**src/rtl/rtc_pkg.sv**
```systemverilog
package rtc_pkg;

  typedef enum logic [1:0] {
    REG_SEC = 2'd0,
    REG_SUB = 2'd1,
    REG_INC = 2'd2,
    REG_RSV = 2'd3
  } regSel_e;

  // Strobes from control to datapath, one cycle each
  typedef struct packed {
    logic tick;
    logic loadSec;
    logic loadSub;
    logic loadInc;
    logic latchShadow;
    logic useShadow;
  } rtcStrobes_t;

endpackage

```
**src/rtl/rtc_tick_sync.sv**
```systemverilog
module rtc_tick_sync #(
  parameter int STAGES = 2
) (
  input  logic clk,
  input  logic rst,
  input  logic tickAsync,
  output logic tickPulse
);
  logic [STAGES-1:0] chain;
  logic              lastLevel;

  generate
    for (genvar i = 0; i < STAGES; i++) begin : g_stage
      if (i == 0) begin : g_first
        always_ff @(posedge clk) begin
          if (rst) chain[0] <= 1'b0;
          else     chain[0] <= tickAsync;
        end
      end else begin : g_next
        always_ff @(posedge clk) begin
          if (rst) chain[i] <= 1'b0;
          else     chain[i] <= chain[i-1];
        end
      end
    end
  endgenerate

  always_ff @(posedge clk) begin
    if (rst) lastLevel <= 1'b0;
    else     lastLevel <= chain[STAGES-1];
  end

  assign tickPulse = chain[STAGES-1] & ~lastLevel;
endmodule

```
**src/rtl/rtc_ctrl.sv**
```systemverilog
module rtc_ctrl
  import rtc_pkg::*;
#(
  parameter int SYNC_STAGES = 2
) (
  input  logic        clk,
  input  logic        rst,
  input  logic        slowTick,
  input  logic        regWrEn,
  input  logic        regRdEn,
  input  logic [1:0]  regAddr,
  output rtcStrobes_t strb
);
  logic    tickPulse;
  regSel_e sel;

  rtc_tick_sync #(.STAGES(SYNC_STAGES)) u_sync (
    .clk       (clk),
    .rst       (rst),
    .tickAsync (slowTick),
    .tickPulse (tickPulse)
  );

  assign sel = regSel_e'(regAddr);

  always_comb begin
    strb             = '0;
    strb.tick        = tickPulse;
    strb.loadSec     = regWrEn && (sel == REG_SEC);
    strb.loadSub     = regWrEn && (sel == REG_SUB);
    strb.loadInc     = regWrEn && (sel == REG_INC);
    strb.latchShadow = regRdEn && (sel == REG_SEC);
    strb.useShadow   = regRdEn && (sel == REG_SUB);
  end
endmodule

```
**src/rtl/rtc_datapath.sv**
```systemverilog
module rtc_datapath
  import rtc_pkg::*;
#(
  parameter int                DATA_W  = 32,
  parameter int                HID_W   = 6,
  parameter int                INC_W   = 24,
  parameter logic [INC_W-1:0]  INC_DEF = 24'h800000
) (
  input  logic              clk,
  input  logic              rst,
  input  rtcStrobes_t       strb,
  input  logic [DATA_W-1:0] wrData,
  output logic [DATA_W-1:0] secCur,
  output logic [DATA_W-1:0] subLive,
  output logic [DATA_W-1:0] subShadow,
  output logic              shadowValid,
  output logic [INC_W-1:0]  incCur
);
  localparam int FRAC_W = DATA_W + HID_W;

  logic [FRAC_W-1:0] frac;
  logic [FRAC_W:0]   fracSum;
  logic              timeWrite;

  assign fracSum   = {1'b0, frac} + {{(FRAC_W+1-INC_W){1'b0}}, incCur};
  assign timeWrite = strb.loadSec | strb.loadSub;

  always_ff @(posedge clk) begin
    if (rst) begin
      frac   <= '0;
      secCur <= '0;
    end else if (strb.loadSec) begin
      secCur            <= wrData;
      frac[HID_W-1:0]   <= '0;
    end else if (strb.loadSub) begin
      frac <= {wrData, {HID_W{1'b0}}};
    end else if (strb.tick) begin
      frac   <= fracSum[FRAC_W-1:0];
      secCur <= secCur + {{(DATA_W-1){1'b0}}, fracSum[FRAC_W]};
    end
  end

  always_ff @(posedge clk) begin
    if (rst)               incCur <= INC_DEF;
    else if (strb.loadInc) incCur <= wrData[INC_W-1:0];
  end

  always_ff @(posedge clk) begin
    if (rst) begin
      subShadow   <= '0;
      shadowValid <= 1'b0;
    end else if (strb.latchShadow) begin
      subShadow   <= frac[FRAC_W-1:HID_W];
      shadowValid <= 1'b1;
    end else if (strb.useShadow) begin
      shadowValid <= 1'b0;
    end
  end

  assign subLive = frac[FRAC_W-1:HID_W];

  logic unusedTw;
  assign unusedTw = timeWrite;
endmodule

```
**src/rtl/rtc_frac_counter.sv**
```systemverilog
module rtc_frac_counter
  import rtc_pkg::*;
#(
  parameter int               DATA_W      = 32,
  parameter int               HID_W       = 6,
  parameter int               INC_W       = 24,
  parameter logic [INC_W-1:0] INC_DEF     = 24'h800000,
  parameter int               SYNC_STAGES = 2
) (
  input  logic                clk,
  input  logic                rst,
  input  logic                slowTick,
  input  logic                regWrEn,
  input  logic                regRdEn,
  input  logic [1:0]          regAddr,
  input  logic [DATA_W-1:0]   regWrData,
  output logic [DATA_W-1:0]   regRdData,
  output logic [2*DATA_W-1:0] timeNow
);
  rtcStrobes_t       strb;
  logic [DATA_W-1:0] secCur;
  logic [DATA_W-1:0] subLive;
  logic [DATA_W-1:0] subShadow;
  logic              shadowValid;
  logic [INC_W-1:0]  incCur;

  rtc_ctrl #(.SYNC_STAGES(SYNC_STAGES)) u_ctrl (
    .clk      (clk),
    .rst      (rst),
    .slowTick (slowTick),
    .regWrEn  (regWrEn),
    .regRdEn  (regRdEn),
    .regAddr  (regAddr),
    .strb     (strb)
  );

  rtc_datapath #(
    .DATA_W  (DATA_W),
    .HID_W   (HID_W),
    .INC_W   (INC_W),
    .INC_DEF (INC_DEF)
  ) u_dp (
    .clk         (clk),
    .rst         (rst),
    .strb        (strb),
    .wrData      (regWrData),
    .secCur      (secCur),
    .subLive     (subLive),
    .subShadow   (subShadow),
    .shadowValid (shadowValid),
    .incCur      (incCur)
  );

  always_comb begin
    case (regSel_e'(regAddr))
      REG_SEC: regRdData = secCur;
      REG_SUB: regRdData = shadowValid ? subShadow : subLive;
      REG_INC: regRdData = {{(DATA_W-INC_W){1'b0}}, incCur};
      default: regRdData = secCur;
    endcase
  end

  assign timeNow = {secCur, subLive};
endmodule

```
**config.mk**
```make
export PLATFORM = sky130hd
export DESIGN_NAME = rtc_frac_counter
export DESIGN_NICKNAME = d
export VERILOG_FILES = /design/src/rtl/rtc_pkg.sv /design/src/rtl/rtc_tick_sync.sv /design/src/rtl/rtc_ctrl.sv /design/src/rtl/rtc_datapath.sv /design/src/rtl/rtc_frac_counter.sv
export SDC_FILE = /design/constraint.sdc
export NUM_CORES = 1
export LEC_CHECK = 0
export BUFFER_PORTS_ARGS = -buffer_cell sky130_fd_sc_hd__buf_2
export CAP_MARGIN = 15
export CELL_PAD_IN_SITES_DETAIL_PLACEMENT = 0
export CELL_PAD_IN_SITES_GLOBAL_PLACEMENT = 1
export CORE_MARGIN = 1
export CORE_UTILIZATION = 46
export DETAILED_ROUTE_END_ITERATION = 6
export PLACE_DENSITY_LB_ADDON = 0.1
export SLEW_MARGIN = 10
export SYNTH_ARGS = -nofsm -noshare
export SYNTH_HDL_FRONTEND = slang
export SYNTH_HIERARCHICAL = 1
export SYNTH_SLANG_ARGS = --single-unit
```
**constraint.sdc**
```tcl
create_clock -name clk -period 8.8 [get_ports clk]
set_input_delay 0.88 -clock clk [delete_from_list [all_inputs] [get_ports clk]]
set_output_delay 0.88 -clock clk [all_outputs]
set_load 0.01 [all_outputs]
```
Yosys cells after proc, flatten, opt, wreduce, memory -nomap -nowiden

Cells that the tools add are included.

Memories: 0
RAM bits: 0
ROM bits: 0
Bits in latches: 0
Flip-flop bits (word level): 130

Shifts and indexed selects: 0
Muxes and demuxes: 9
Equal/unequal tests: 3
Magnitude comparators: 0
Add/subtract/negate cells: 2
Div/mod/pow operators: 0
Reductions and logical operators: 12
Multipliers: 0
Bitwise logic cells: 3

Operators by type and width:

| cell                 | number |
|---|---|
| $mux W32             | 4 |
| $mux W38             | 2 |
| $pmux W32 S2         | 1 |
| $add A38 B24 Y39     | 1 |
| $add A32 B1 Y32      | 1 |
| $reduce_bool A2 Y1   | 3 |
| $logic_and A1 B1 Y1  | 5 |
| $reduce_and A2 Y1    | 2 |
| $reduce_or A3 Y1     | 1 |
| $eq A2 B1 Y1 const B | 1 |
| $eq A2 B2 Y1 const B | 1 |
| $logic_not A2 Y1     | 1 |
| $mux W1              | 2 |
| $ne A2 B1 Y1 const B | 1 |
| $not A1 Y1           | 2 |
| $and A1 B1 Y1        | 1 |

Logic depth before layout (Yosys ltp)

Gate-level depths: netlist of run 1.

Depth after elaboration: 5
Gate-level depth with buffers: 18
Depth with buffers taken out: 18

Hierarchy

Netlist of run 1, hierarchy kept.

Modules (own cells, without submodules):

| module           | cells each | times used | area each (µm²) |
|---|---|---|---|
| rtc_datapath     | 857        | 1          | 7,135.6 |
| rtc_frac_counter | 140        | 1          | 1,034.7 |
| rtc_tick_sync    | 7          | 1          | 87.6 |
| rtc_ctrl         | 6          | 1          | 48.8 |

Worst setup path before layout of run 1

No wires, ideal clock.

Path kind: register -> register
From: register u_dp.incCur[0]
To: register u_dp.secCur[30]
Cell stages (with the launch flop): 19
Arrival: 3.222 ns
Path slack: 5.450 ns
Setup time: 0.128 ns
Buffers on the path: 0
Cells stage by stage: dfxtp_1 -> ha_1 -> inv_1 -> fa_1 -> nor2b_1 -> o31a_1 -> o31ai_1 -> nand4_1 -> a31oi_2 -> nor2_1 -> ha_1 -> ha_1 -> nand4_1 -> nor4_1 -> nand3_1 -> xor2_1 -> nand2_1 -> o21ai_0 -> nor2_1

Longest elaborated chain between the ends: 5

Ends and longest elaborated chain:

| what                     | RTL line           | text |
|---|---|---|
| start: declaration       | rtc_datapath.sv:17 | `output logic [INC_W-1:0] incCur` |
| start signal: assignment | rtc_datapath.sv:45 | `else if (strb.loadInc) incCur <= wrData[INC_W-1:0];` |
| $add A38 B24 Y39         | rtc_datapath.sv:25 | `assign fracSum = {1'b0, frac} + {{(FRAC_W+1-INC_W){1'b0}}, incCur};` |
| $add A32 B1 Y32          | rtc_datapath.sv:39 | `secCur <= secCur + {{(DATA_W-1){1'b0}}, fracSum[FRAC_W]};` |
| $mux W32                 | rtc_datapath.sv:37 | `end else if (strb.tick) begin` |
| $mux W32                 | rtc_datapath.sv:35 | `end else if (strb.loadSub) begin` |
| $mux W32                 | rtc_datapath.sv:32 | `end else if (strb.loadSec) begin` |
| end signal: assignment   | rtc_datapath.sv:33 | `secCur <= wrData;` |
| end signal: assignment   | rtc_datapath.sv:39 |  |
| end: declaration         | rtc_datapath.sv:13 | `output logic [DATA_W-1:0] secCur,` |

Every way passes these cells. The select of a mux whose other input is x is not followed.
A chain may end at the register's enable or synchronous reset.

Worst setup path after layout of run 1

Ends and elaborated chain as after synthesis.

==> metrics.csv, run 1 <==
metric,value,unit
clock_sink_count,130,
grt_antenna_before_repair,0,
power.switching_fraction,26.8,%
global_route.peak_usage_layer,met2,
path_cells,ha_1 > inv_1 > fa_1 > nor2b_1 > o31a_1 > o31ai_1 > nand4_1 > a31oi_2 > nor2_1 > ha_1 > ha_1 > nand4_1 > nor4_1 > nand3_1 > xor2_1 > nand2_1 > o21ai_0 > nor2_1,
crit_fanout,7,
result_of_the_run,completed,
drt-initial-drc-count,675,
switching_power,0.418,mW
timing.max_slew.rel_slack,41.7,%
place_ws,4.62,ns
detail_route.wirelength,25.1,mm
synth-seq-cells,130,
skew,0.00699,ns
critPathKind,flop to flop,
h-tree-depth,4,
cp.buffers_inverters,1,
root_buffer,sky130_fd_sc_hd__clkbuf_16,
core,0.0175,mm^2
start_kind,flop,
comb_power_share,13.4,%
netlist_area,0.00831,mm^2
seqCellArea,0.00260,mm^2
critical_path_required,9.07,ns
die-height,136,um
synth.avg_cell_area,8.22,um^2
max_slew.worst_pin.slew,0.869,ns
post-dp-hpwl,17.3,mm
detailed_route_drc_error_count,0,
num_vias,7522,
design.final.nets,1145,
area_growth,12.5,%
postCtsSetupBuffers,0,
fmaxAchievable,234,MHz
portBuffers,134,
floorplan.initialDensity,47.5,%
globalRouteMet2Util,43.1,%
hold_ws,0.446,ns
cp.arrival,4.54,ns
internal-power,1.14,mW
routed_wire_length_per_instance,19.1,um
io-pin-count,135,
timing.critical_path.slowest_cell_delay,0.79,ns
post_synth_num_cell_types,76,
power_leakage,3.86,nW
die_w,136,um
hold_path.class,flop to flop,
power.clock.fraction,45.6,%
max_slew_violation_count,0,
nFillCells,1748,
rows,48,
critical-path-top-delay-family,simple AND/OR/NAND/NOR gates,
grt_util_met3,4.66,%
syn-num-nets,1078,
global_route.overflow_total,0,
critical_path.most_common_cell,sky130_fd_sc_hd__ha_1,
fin_total_pwr,1.56,mW
cts_hold_buffers,0,
grt_start_max_net_pins,65,
max-vdd-ir-drop,0.153,mV
grt.met1_usage,38.0,%
cts_tree,yes,
post-route-period-util,48.5,%
setup_slack,4.53,ns
routabilityCongestion,0.888,
clkLatencyLatePin,0.42,ns
cts_buffer_depth,2,
timing.final.crit_period,4.27,ns
totalNegativeSetupSlack,0,ns
vias_per_cell,5.73,
finish.cell_count_without_fillers,1313,
synth_flop_type,sky130_fd_sc_hd__dfxtp_1,
synth-seq-area-share,31.3,%
first_pass_grt_wire_length,38.8,mm
antenna_diodes,0,
hold_violations,0,
grt_pass1_vias,6831,
detail-route-antenna-nets,0,
share_seq_of_total_power,41.0,%
report.final.setup_viol,0,
unrepaired_setup_endpoints_after_global_routing,no,
worstSetupEndpointType,flop,
area_used_by_multi_input_combinational_logic,0.00503,mm^2
postSynthCellCount,1010,
power_per_cell_area,167,mW/mm^2
yosys_warnings,6,
die_area,0.0186,mm^2
numCtsBuffers,17,
postSynth.asyncResetShare,0,%
cpMaxStageDelayCell,sky130_fd_sc_hd__nor4_1,
synth_edf_count,0,
drt-pass1-iter-count,5,
post-place-cells,1283,
clk_pin_slew,0.06,ns
drive_gt1_share,19.1,%
cts-resized-gates,0,
grt_usage,27.5,%
cap_violations,0,
## logic make-up after synthesis
logic type | Yosys count | synth area share [%]
AND/OR/NAND/NOR | 385 | 22.1
AO/OA/AOI/OAI | 213 | 18.2
flip-flops | 130 | 31.3
buffers and inverters | 118 | 8.25
multiplexers | 94 | 11.3
XOR/XNOR | 41 | 4.32
adder cells (fa/ha/maj) | 29 | 4.46
## routing by layer
| layer | share of wire [%] | wire length [um] |
|---|---|---|
| met1 | 48 | 12000 |
| met2 | 46 | 11600 |
| met3 | 4.6 | 1160 |
| met4 | 1.7 | 416 |
| met5 | 0 | 0 |
## Yosys cell counts (3+ instances only)
library cell	number	area share, %
sky130_fd_sc_hd__clkbuf_1	40	1.8
sky130_fd_sc_hd__buf_2	12	0.72
sky130_fd_sc_hd__xor2_1	25	2.6
sky130_fd_sc_hd__nor3_1	18	1.1
sky130_fd_sc_hd__inv_1	18	0.81
sky130_fd_sc_hd__and3b_1	4	0.42
sky130_fd_sc_hd__buf_12	3	0.72
sky130_fd_sc_hd__mux2i_1	93	11
sky130_fd_sc_hd__and2_1	7	0.53
sky130_fd_sc_hd__a31oi_1	8	0.60
sky130_fd_sc_hd__o21bai_1	3	0.27
sky130_fd_sc_hd__o21ai_0	22	1.3
sky130_fd_sc_hd__a221oi_1	10	1.1
sky130_fd_sc_hd__or3_1	6	0.45
sky130_fd_sc_hd__nand2_1	88	4.0
sky130_fd_sc_hd__ha_1	28	4.2
sky130_fd_sc_hd__buf_4	36	3.3
sky130_fd_sc_hd__nor2_1	152	6.9
sky130_fd_sc_hd__a211oi_1	14	1.3
sky130_fd_sc_hd__o31a_1	3	0.32
sky130_fd_sc_hd__and3_1	12	0.90
sky130_fd_sc_hd__o211ai_2	7	1.1
sky130_fd_sc_hd__nand3b_1	26	2.3
sky130_fd_sc_hd__nand3_1	20	1.2
sky130_fd_sc_hd__and3_2	3	0.27
sky130_fd_sc_hd__nand2b_1	3	0.23
sky130_fd_sc_hd__a21oi_1	61	3.7
sky130_fd_sc_hd__nand4_1	16	1.2
sky130_fd_sc_hd__a21oi_2	3	0.32
sky130_fd_sc_hd__xnor2_1	16	1.7
sky130_fd_sc_hd__o21a_1	3	0.27
sky130_fd_sc_hd__buf_6	4	0.54
sky130_fd_sc_hd__and4_1	6	0.63
sky130_fd_sc_hd__dfxtp_1	130	31
sky130_fd_sc_hd__a41oi_1	5	0.53
sky130_fd_sc_hd__o211ai_1	22	2.0
sky130_fd_sc_hd__nor2b_1	9	0.68
sky130_fd_sc_hd__nor4_1	6	0.45
sky130_fd_sc_hd__nor3b_1	3	0.27
sky130_fd_sc_hd__o21ai_1	12	0.72
sky130_fd_sc_hd__a21o_1	10	0.90
## layout make-up
| type | count | area share, % |
|---|---|---|
| multi-input combinational | 762 | 53.9 |
| sequential | 130 | 27.9 |
| timing repair buffer | 147 | 8.25 |
| clock buffer | 26 | 5.45 |
| tap | 225 | 3.01 |
| clock inverter | 4 | 0.777 |
| inverter | 19 | 0.763 |
## power by group through the flow
stage | sequential [mW] | clock, mW | combinational, mW
CTS | 0.640 | 0.721 | 0.209
floorplan | 0.641 | 0 | 0.157
global placement | 0.652 | 0 | 0.208
finish | 0.640 | 0.710 | 0.209
detailed placement | 0.652 | 0 | 0.208
global route | 0.643 | 0.749 | 0.229
## worst paths after layout
check	start	to	slack, ns	depth (start not counted)
hold / removal	u_ctrl/u_sync/chain[0]	u_ctrl/u_sync/chain[1]	0.45	1
hold reg to reg	u_ctrl/u_sync/chain[0]	u_ctrl/u_sync/chain[1]	0.45	1
setup reg to reg	u_dp/incCur[0]	u_dp/secCur[30]	4.53	18
setup / recovery	u_dp/incCur[0]	u_dp/secCur[30]	4.53	18
## flip-flops by register name, indices dropped and copies added (netlist names)
name and cells:
u_dp/subShadow 32, u_dp/secCur 32, u_ctrl/u_sync/lastLevel 1, u_dp/frac 38
u_dp/incCur 24, u_dp/shadowValid 1, u_ctrl/u_sync/chain 2
## stage by stage
step                      utilization, %  area (um^2)
after floorplan                        -         8310
after global placement              50.1         8760
after detailed placement            50.1         8760
after CTS                           53.5         9340
after global routing                53.5         9340
final                               53.5         9340
## placed cells by master (no fill, tap or decap), types with 8 or more instances in the layout
cell type	count
sky130_fd_sc_hd__and3_1	12
sky130_fd_sc_hd__buf_4	14
sky130_fd_sc_hd__nand3b_1	26
sky130_fd_sc_hd__a211oi_1	14
sky130_fd_sc_hd__a221oi_1	10
sky130_fd_sc_hd__ha_1	28
sky130_fd_sc_hd__xnor2_1	16
sky130_fd_sc_hd__nand4_1	16
sky130_fd_sc_hd__clkbuf_16	17
sky130_fd_sc_hd__xor2_1	25
sky130_fd_sc_hd__o211ai_1	22
sky130_fd_sc_hd__a31oi_1	8
sky130_fd_sc_hd__nand3_1	20
sky130_fd_sc_hd__nand2_1	88
sky130_fd_sc_hd__nor2_1	152
sky130_fd_sc_hd__nor2b_1	8
sky130_fd_sc_hd__inv_1	18
sky130_fd_sc_hd__o21ai_1	11
sky130_fd_sc_hd__mux2i_1	93
sky130_fd_sc_hd__a21oi_1	61
sky130_fd_sc_hd__nor3_1	18
sky130_fd_sc_hd__o21ai_0	22
sky130_fd_sc_hd__buf_2	133
sky130_fd_sc_hd__a21o_1	10
sky130_fd_sc_hd__dfxtp_1	129
Power figures use the tool's default switching activity.
==> run 2, diff against run 1 <==
--- a/config.mk
+++ b/config.mk
@@ -10,7 +10,7 @@
 export CELL_PAD_IN_SITES_DETAIL_PLACEMENT = 0
 export CELL_PAD_IN_SITES_GLOBAL_PLACEMENT = 1
 export CORE_MARGIN = 1
-export CORE_UTILIZATION = 46
+export CORE_UTILIZATION = 39
 export DETAILED_ROUTE_END_ITERATION = 6
 export PLACE_DENSITY_LB_ADDON = 0.1
 export SLEW_MARGIN = 10
==> constraint.sdc (replaced) <==
create_clock -name clk -period 3.7 [get_ports clk]
set_input_delay 0.37 -clock clk [delete_from_list [all_inputs] [get_ports clk]]
set_output_delay 0.37 -clock clk [all_outputs]
set_load 0.01 [all_outputs]
==> run 2 against run 1 <==
Net effect:
- non-clock buffer count increased by 25
- combinational power increased to 2.6 times the previous value
- register-to-register slack got worse by 4.3 ns
- first-iteration DRC count decreased by 39%
- total power increased by 150%
- routed wire length increased by 10%
- sequential cell count unchanged
- sequential share of layout area decreased by 0.92 points
- maximum frequency increased by 24%
- clock-buffer cell count decreased by 3
- hold slack got worse by 0.29 ns
- critical endpoint is now u_dp/secCur[20]
- largest power group unchanged
==> metrics.csv, run 2 (synthesis gave the netlist of run 1 again) <==
metric,value,unit,change
max_slew.worst_pin.slew,0.988,ns,+0.119 ns
core,0.0210,mm^2,+20%
grt_usage,25.4,%,-2.1 points
worst_min_path_start,slowTick,,
cts_tree,yes,,
power_per_cell_area,396,mW/mm^2,+140%
die-height,148,um,+8.5%
cpMaxStageDelayCell,sky130_fd_sc_hd__fa_1,,
routed_wire_length_per_instance,19.9,um,+4.0%
layout.cells.most_common,sky130_fd_sc_hd__nor2_1,,
h-tree-depth,4,,unchanged
die_w,148,um,+8.5%
timing.final.crit_period,3.43,ns,-0.837 ns
clock_sink_count,130,,unchanged
critical_path.most_common_cell,sky130_fd_sc_hd__nor2_1,,
rows,53,,+10%
fin_total_pwr,3.82,mW,+150%
nFillCells,2161,,+24%
grt_pass1_vias,7211,,+5.6%
timing.hold.worst_endpoint,u_ctrl/u_sync/chain[0],,
grt_start_max_net_pins,80,,+23%
r2r-end,u_dp/secCur[20],,
global_route.overflow_total,0,,unchanged
numCtsBuffers,17,,unchanged
rr_startpoint,u_dp/frac[0],,
num_vias,7663,,+1.9%
max-vdd-ir-drop,0.321,mV,+110%
hold_ws,0.154,ns,-0.292 ns
max_slew_violation_count,0,,unchanged
largest_register_ffs,38,,unchanged
ff2ff_setup_slack,0.27,ns,-4.26 ns
vias_per_cell,5.51,,-3.8%
critPathKind,flop to flop,,
drt-initial-drc-count,410,,-39%
start_kind,flop,,
skew,0.0140,ns,+0.00701 ns
detail-route-antenna-nets,0,,unchanged
totalNegativeSetupSlack,0,ns,unchanged
hold_path_depth,2,,+1
layout.cells.most_common_list,"sky130_fd_sc_hd__nor2_1 (149), sky130_fd_sc_hd__buf_2 (133), sky130_fd_sc_hd__dfxtp_1 (128), sky130_fd_sc_hd__mux2i_1 (93), sky130_fd_sc_hd__nand2_1 (88)",,
area_growth,16.4,%,
cap_violations,0,,unchanged
die_area,0.0219,mm^2,+18%
detailed_route_drc_error_count,0,,unchanged
worst-r2r-cell-count,19,,+1
drt-pass1-iter-count,5,,unchanged
hold_path.class,input pin to flop,,
placed_area,0.00901,mm^2,+2.8%
antenna_diodes,0,,unchanged
detail_route.wirelength,27.6,mm,+10%
timing.critical_path.slowest_cell_delay,0.39,ns,-0.40 ns
cts_hold_buffers,0,,unchanged
regMostFlops,u_dp/frac,,
grt_antenna_before_repair,0,,unchanged
clk_pin_slew,0.06,ns,about the same
design.final.nets,1170,,+2.2%
first_pass_grt_wire_length,42.3,mm,+9.0%
post-route-period-util,92.8,%,+44 points
finish.instance_area,0.00967,mm^2,+3.5%
crit_fanout,4,,-3
result_of_the_run,completed,,
worstSetupEndpointType,flop,,
hold_violations,0,,unchanged
root_buffer,sky130_fd_sc_hd__clkbuf_16,,
routabilityCongestion,0.825,,-7.1%
io-pin-count,135,,unchanged
cts_buffer_depth,2,,unchanged
largest_registers,"u_dp/frac x38, u_dp/secCur x32, u_dp/subShadow x32",,
clkLatencyLatePin,0.42,ns,about the same
floorplan.initialDensity,39.6,%,-7.9 points
post-dp-hpwl,19.8,mm,+14%
timing.max_slew.rel_slack,34.1,%,-7.6 points
critical_path_required,3.97,ns,-5.10 ns
cp.arrival,3.71,ns,-0.83 ns
power_leakage,3.98,nW,+3.1%
fmaxAchievable,291,MHz,+24%
report.final.setup_viol,0,,unchanged
path_cells,ha_4 > inv_1 > fa_1 > nor2b_2 > o31a_1 > o31ai_2 > nand4_1 > a31oi_2 > nor2_1 > ha_2 > ha_2 > nand4_1 > nor2_2 > buf_4 > nand3_1 > xor2_1 > nor2_1 > a21oi_1 > nor2_1,,
drive_gt1_share,22.2,%,+3.0 points
portBuffers,134,,unchanged
-- run 2: cell types whose count changed in the layout (fill, tap and decap cells not counted), sizes merged --
cell / previous run / this run
clkbuf: 26 / 23
bufinv: 2 / 3
clkinvlp: 1 / 2
clkinv: 2 / 5
buf: 147 / 172
-- run 2: final cells by class --
type | instances | area, um^2 | area share, %
multi-input cells | 762 | 5080 | 52.6
well taps | 275 | 344 | 3.56
clock inverters | 9 | 129 | 1.33
flip-flops and latches | 130 | 2610 | 26.9
clock buffers | 23 | 478 | 4.94
repair buffers | 172 | 958 | 9.91
inverters | 19 | 71.3 | 0.738
-- run 2: metrics by stage --
| stage | util [%] | cells | setup WS, ns |
|---|---|---|---|
| CTS | 45.9 | 1389 | 0.0722 |
| detailed placement | 43.0 | 1357 | 0.107 |
| finish | 46.1 | 1390 | 0.268 |
| floorplan | - | 1010 | 0.350 |
| global route | 46.1 | 1390 | -0.0373 |
| global placement | 43.0 | 1357 | 0.197 |
-- run 2: report_power, final --
part | leakage [nW] | switching [mW] | internal [mW]
registers | 1.06 | 0.0684 | 1.45
logic | 2.63 | 0.331 | 0.209
clock network | 0.293 | 0.653 | 1.11
-- run 2: worst max-delay path by stage --
stage / to / start / slack [ns] / cells after the start
2_1_floorplan: u_dp/secCur[30] / u_dp/incCur[0] / 0.35 / 18
3_3_place_gp: u_dp/secCur[31] / u_dp/incCur[0] / 0.20 / 17
3_5_place_dp: u_dp/secCur[31] / u_dp/incCur[0] / 0.11 / 17
4_1_cts: u_dp/secCur[31] / u_dp/incCur[0] / 0.07 / 17
5_1_grt: u_dp/secCur[26] / u_dp/frac[0] / -0.04 / 18
6_report: u_dp/secCur[20] / u_dp/frac[0] / 0.27 / 19
-- run 2: timing repair --
action / 4_1_cts / 5_1_grt
endpoints found under the hold margin: 0 / 0
setup buffers: 0 / 1
resized for setup: 0 / 11
endpoints found under the setup margin: 0 / 19
-- run 2: per-layer routing --
metal | share of wire (%) | up-vias | global-route usage (%)
met4 | 1.9 | 0 | 8.20
li1 | - | 3766 | -
met1 | 48 | 3653 | 34.8
met5 | 0 | - | 0
met2 | 46 | 217 | 40.9
met3 | 4.0 | 27 | 3.52
-- run 2: worst max-delay path, delay by kind of cell, from the launching register on --
kind,cells,cell delay [ns]
simple gates,8,1.00
fa+ha+maj,4,0.95
compound gates,4,0.59
flops,1,0.37
buf+inv,2,0.22
xor+xnor,1,0.16
